==> src/rtl/park_pkg.sv <==
package park_pkg;
    localparam int unsigned SEG_W = 7;
    typedef logic [SEG_W-1:0] seg_t;
    localparam seg_t SEG_BLANK = 7'h7F;
endpackage

==> src/rtl/park_popcount.sv <==
module park_popcount #(
    parameter int unsigned WIDTH = 31,
    parameter int unsigned CNT_W = $clog2(WIDTH + 1)
) (
    input  logic [WIDTH-1:0] bits_in,
    output logic [CNT_W-1:0] ones_out
);
    always_comb begin
        ones_out = '0;
        for (int i = 0; i < WIDTH; i++) begin
            ones_out = ones_out + CNT_W'(bits_in[i]);
        end
    end
endmodule

==> src/rtl/park_free_calc.sv <==
module park_free_calc #(
    parameter int unsigned CAPACITY = 31,
    parameter int unsigned CNT_W    = 5,
    parameter int unsigned RS_W     = 5
) (
    input  logic [CNT_W-1:0] occ_in,
    input  logic [RS_W-1:0]  resv_in,
    output logic [CNT_W-1:0] free_out,
    output logic             full_out
);
    localparam int unsigned DIFF_W = ((CNT_W > RS_W) ? CNT_W : RS_W) + 2;

    logic signed [DIFF_W-1:0] diff;

    always_comb begin
        diff     = DIFF_W'(CAPACITY) - DIFF_W'(occ_in) - DIFF_W'(resv_in);
        full_out = (diff <= 0);
        free_out = full_out ? '0 : diff[CNT_W-1:0];
    end
endmodule

==> src/rtl/park_bcd_split.sv <==
module park_bcd_split #(
    parameter int unsigned CNT_W = 5
) (
    input  logic [CNT_W-1:0] bin_in,
    output logic [3:0]       tens_out,
    output logic [3:0]       units_out
);
    always_comb begin
        tens_out  = 4'(bin_in / CNT_W'(10));
        units_out = 4'(bin_in % CNT_W'(10));
    end
endmodule

==> src/rtl/park_seg7.sv <==
module park_seg7
    import park_pkg::*;
(
    input  logic [3:0] code_in,
    output seg_t       seg_n_out
);
    always_comb begin
        unique case (code_in)
            4'd0:    seg_n_out = 7'h40;
            4'd1:    seg_n_out = 7'h79;
            4'd2:    seg_n_out = 7'h24;
            4'd3:    seg_n_out = 7'h30;
            4'd4:    seg_n_out = 7'h19;
            4'd5:    seg_n_out = 7'h12;
            4'd6:    seg_n_out = 7'h02;
            4'd7:    seg_n_out = 7'h78;
            4'd8:    seg_n_out = 7'h00;
            4'd9:    seg_n_out = 7'h10;
            default: seg_n_out = SEG_BLANK;
        endcase
    end
endmodule

==> src/rtl/park_free_display.sv <==
module park_free_display
    import park_pkg::*;
#(
    parameter int unsigned SLOTS = 31,
    parameter int unsigned RS_W  = 5,
    parameter int unsigned CNT_W = $clog2(SLOTS + 1)
) (
    input  logic [SLOTS-1:0] slot_occ,
    input  logic [RS_W-1:0]  resv_cnt,
    output logic [CNT_W-1:0] occ_cnt,
    output logic [CNT_W-1:0] free_cnt,
    output logic             full,
    output logic [3:0]       tens_bcd,
    output logic [3:0]       units_bcd,
    output logic [6:0]       seg_tens_n,
    output logic [6:0]       seg_units_n
);
    localparam int unsigned N_DIGITS = 2;

    logic [3:0] digit_code [N_DIGITS];
    seg_t       digit_seg  [N_DIGITS];

    park_popcount #(.WIDTH(SLOTS), .CNT_W(CNT_W)) count_i (
        .bits_in  (slot_occ),
        .ones_out (occ_cnt)
    );

    park_free_calc #(.CAPACITY(SLOTS), .CNT_W(CNT_W), .RS_W(RS_W)) calc_i (
        .occ_in   (occ_cnt),
        .resv_in  (resv_cnt),
        .free_out (free_cnt),
        .full_out (full)
    );

    park_bcd_split #(.CNT_W(CNT_W)) bcd_i (
        .bin_in    (free_cnt),
        .tens_out  (tens_bcd),
        .units_out (units_bcd)
    );

    assign digit_code[0] = units_bcd;
    assign digit_code[1] = tens_bcd;

    for (genvar g = 0; g < N_DIGITS; g++) begin : g_digit
        park_seg7 seg_i (
            .code_in   (digit_code[g]),
            .seg_n_out (digit_seg[g])
        );
    end

    assign seg_units_n = digit_seg[0];
    assign seg_tens_n  = digit_seg[1];
endmodule


==> config.mk <==
export PLATFORM = sky130hd
export DESIGN_NAME = park_free_display
export DESIGN_NICKNAME = d
export VERILOG_FILES = /design/src/rtl/park_pkg.sv /design/src/rtl/park_popcount.sv /design/src/rtl/park_free_calc.sv /design/src/rtl/park_bcd_split.sv /design/src/rtl/park_seg7.sv /design/src/rtl/park_free_display.sv
export SDC_FILE = /design/constraint.sdc
export NUM_CORES = 1
export LEC_CHECK = 0
export ABC_CLOCK_PERIOD_IN_PS = 24200
export CAP_MARGIN = 20
export CORE_MARGIN = 10
export CORE_UTILIZATION = 51
export DETAILED_ROUTE_END_ITERATION = 12
export GPL_TIMING_DRIVEN = 0
export PLACE_DENSITY = 0.91
export SYNTH_ARGS = -nofsm -noshare
export SYNTH_HDL_FRONTEND = slang
export SYNTH_SLANG_ARGS = --single-unit
==> constraint.sdc <==
create_clock -name vclk -period 24.2
set_input_delay 2.42 -clock vclk [all_inputs]
set_output_delay 2.42 -clock vclk [all_outputs]
set_load 0.005 [all_outputs]
==> impl_metrics.yaml <==
status:
  status: "finished clean"
layout:
  register_area_um2: 0
  multi_input_area_um2: 1471
  fillers: 263
  instances_no_fill: 339
  nClkBuffers: 0
  final_nets: 378
  n_antenna_cell: 0
  drive_gt1_share_pct: 7.850
  area_delta_synth_final_pct: 40.28
  design.seq.count: 0
synthesis:
  synth_area_um2: 1802
  seq_area_frac_synth_pct: 0
  syn_inst: 225
  avgSynthCellArea_um2: 8.008
  ys_types: 50
  yosys_warnings: 0
sta:
  whs_ns: 5.997
  fin_tns_setup_ns: 0
  slew_headroom_pct: 63.75
  worst_slew_pin_slew_ns: 0.5399
  setup_violations: 0
  post-route-min-period_ns: 14.91
  post-route-period-util_pct: 61.61
  finalHoldViolations: 0
  fmax_mhz: 67.07
  rsz0062_at_grt: "false"
  finalMaxSlewViolations: 0
global_route:
  grt_pass1_wl_um: 7714
  grt_util_met3_pct: 2.928
  grt.overflow.total: 0
  grt.total_usage_pct: 14.02
  met2_usage_pct: 26.62
  antenna_found_initial: 0
  grtUsageMet1_pct: 16.09
  grt_start_max_net_pins: 10
  grt_pass1_vias: 1854
  grt-busiest-layer: "met2"
cts:
  hold_buffers: 0
  cts_setup_buffers: 0
  cts_resized: 0
min_path:
  min_path_type: "input pin to output port"
worst_setup_path:
  critPathLaunchType: "input pin"
  crit_path_max_incr_delay_ns: 0.58
  cp-end-kind: "output port"
  crit_type: "input pin to output port"
  arrival_ns: 12.49
  cp_slowest_cell: "fa_1"
  cp_data_required_time_ns: 21.78
  path_max_fanout: 9
placed_design:
  dp.cells: 339
  io_buffers: 66
  place.gp.congestion: 0.8188
  place_hpwl_um: 4192
floorplan:
  die_h_um: 79.44
  core-area_um2: 3363
  ioPinCount: 69
  rows: 21
  die_w_um: 79.44
  die-area_um2: 6310
  initial_core_util_pct: 53.57
routing:
  dr.pass1.iters: 4
  wl_per_cell_um: 13.21
  antenna_left: 0
  route.detailed.drc: 0
  drtIter0Drc: 51
  vias: 1666
  wirelength_um: 4477
  viasPerCell: 4.914
job:
  cap_violations: 0
==> cells in the mapped netlist, types with 3 or more instances <==
cell       n  area (um2)
inv_1     69       259.0
fa_1      24       480.5
ha_1      23       287.8
nor2_1    13       48.80
a21oi_1    9       45.04
buf_4      7       52.55
nand2_1    7       26.28
a211oi_1   4       30.03
nand2b_1   4       25.02
xnor2_1    4       35.03
xor2_1     4       35.03
a211oi_2   3       37.54
a21o_1     3       22.52
a31oi_1    3       18.77
nand4_1    3       18.77
o211ai_1   3       22.52
o21ai_0    3       15.01
==> worst max-delay path: cells and delay by family <==
family,cells,cell delay [ns]
muxes,1,0.12
xor gates and xnor gates,3,1.12
adders and majority gates,12,4.67
and+or+nand+nor,6,1.21
buffers and inverters,10,1.69
AOI/OAI and AO/OA,6,1.25
==> cell families after synthesis <==
kind of cell             after synthesis  synth area share [%]
multiplexers                           2                 1.111
other                                  1                0.2081
adder cells (fa/ha/maj)               47                 42.64
AND/OR/NAND/NOR                       45                 13.61
buffers and inverters                 80                 18.75
XOR/XNOR                               9                 4.792
AO/OA/AOI/OAI                         41                 18.89
==> per-stage QoR <==
step	setup slack [ns]	cell area [um2]	util, %
6_report	9.290	2527	75.15
5_1_grt	8.627	2527	75.15
4_1_cts	9.317	2527	75.15
3_5_place_dp	9.327	2527	75.15
3_3_place_gp	9.580	2527	75.15
2_1_floorplan	11.06	1809	-
==> path summary, 6_finish.rpt <==
| check | endpoint | slack (ns) | cells after the start | start |
|---|---|---|---|---|
| setup / recovery | seg_units_n[6] | 9.29 | 38 | slot_occ[0] |
| hold / removal | occ_cnt[0] | 6.00 | 3 | slot_occ[3] |
==> area by class of cell <==
type	count	area share [%]
multi-input combinational	147	58.22
timing repair buffer	66	26.14
inverter	72	11.09
buffer	8	2.277
tap	46	2.277
==> layout by cell type, fill, tap and decap left out, types with 2 or more instances in the layout <==
cell	Yosys	layout
nor3_1	2	2
nand2_1	7	7
o21ai_0	3	3
or3_1	2	2
a21oi_1	9	9
buf_4	7	7
nor2b_1	2	2
nor2_1	13	13
clkinv_4	2	2
conb_1	1	3
ha_1	23	23
o211ai_1	3	3
fa_1	24	24
a211oi_2	3	3
clkdlybuf4s50_1	0	66
xnor2_1	4	4
nand3b_1	2	2
a211oi_1	4	4
a21o_1	3	3
nand2b_1	4	4
xor2_1	4	4
mux2i_1	2	2
a31oi_1	3	3
inv_1	69	69
nand4_1	3	3
==> per-layer routing <==
layer  part of all wire (%)  up-vias  wire length, um
met5                      0        -                0
met1                     42      776             1892
met3                    6.1        2              273
met4                   0.31        0               14
li1                       -      840                -
met2                     51       48             2297
Power is not shown: default switching activity piles up to over one toggle a cycle in this logic, so the estimate is an artifact.
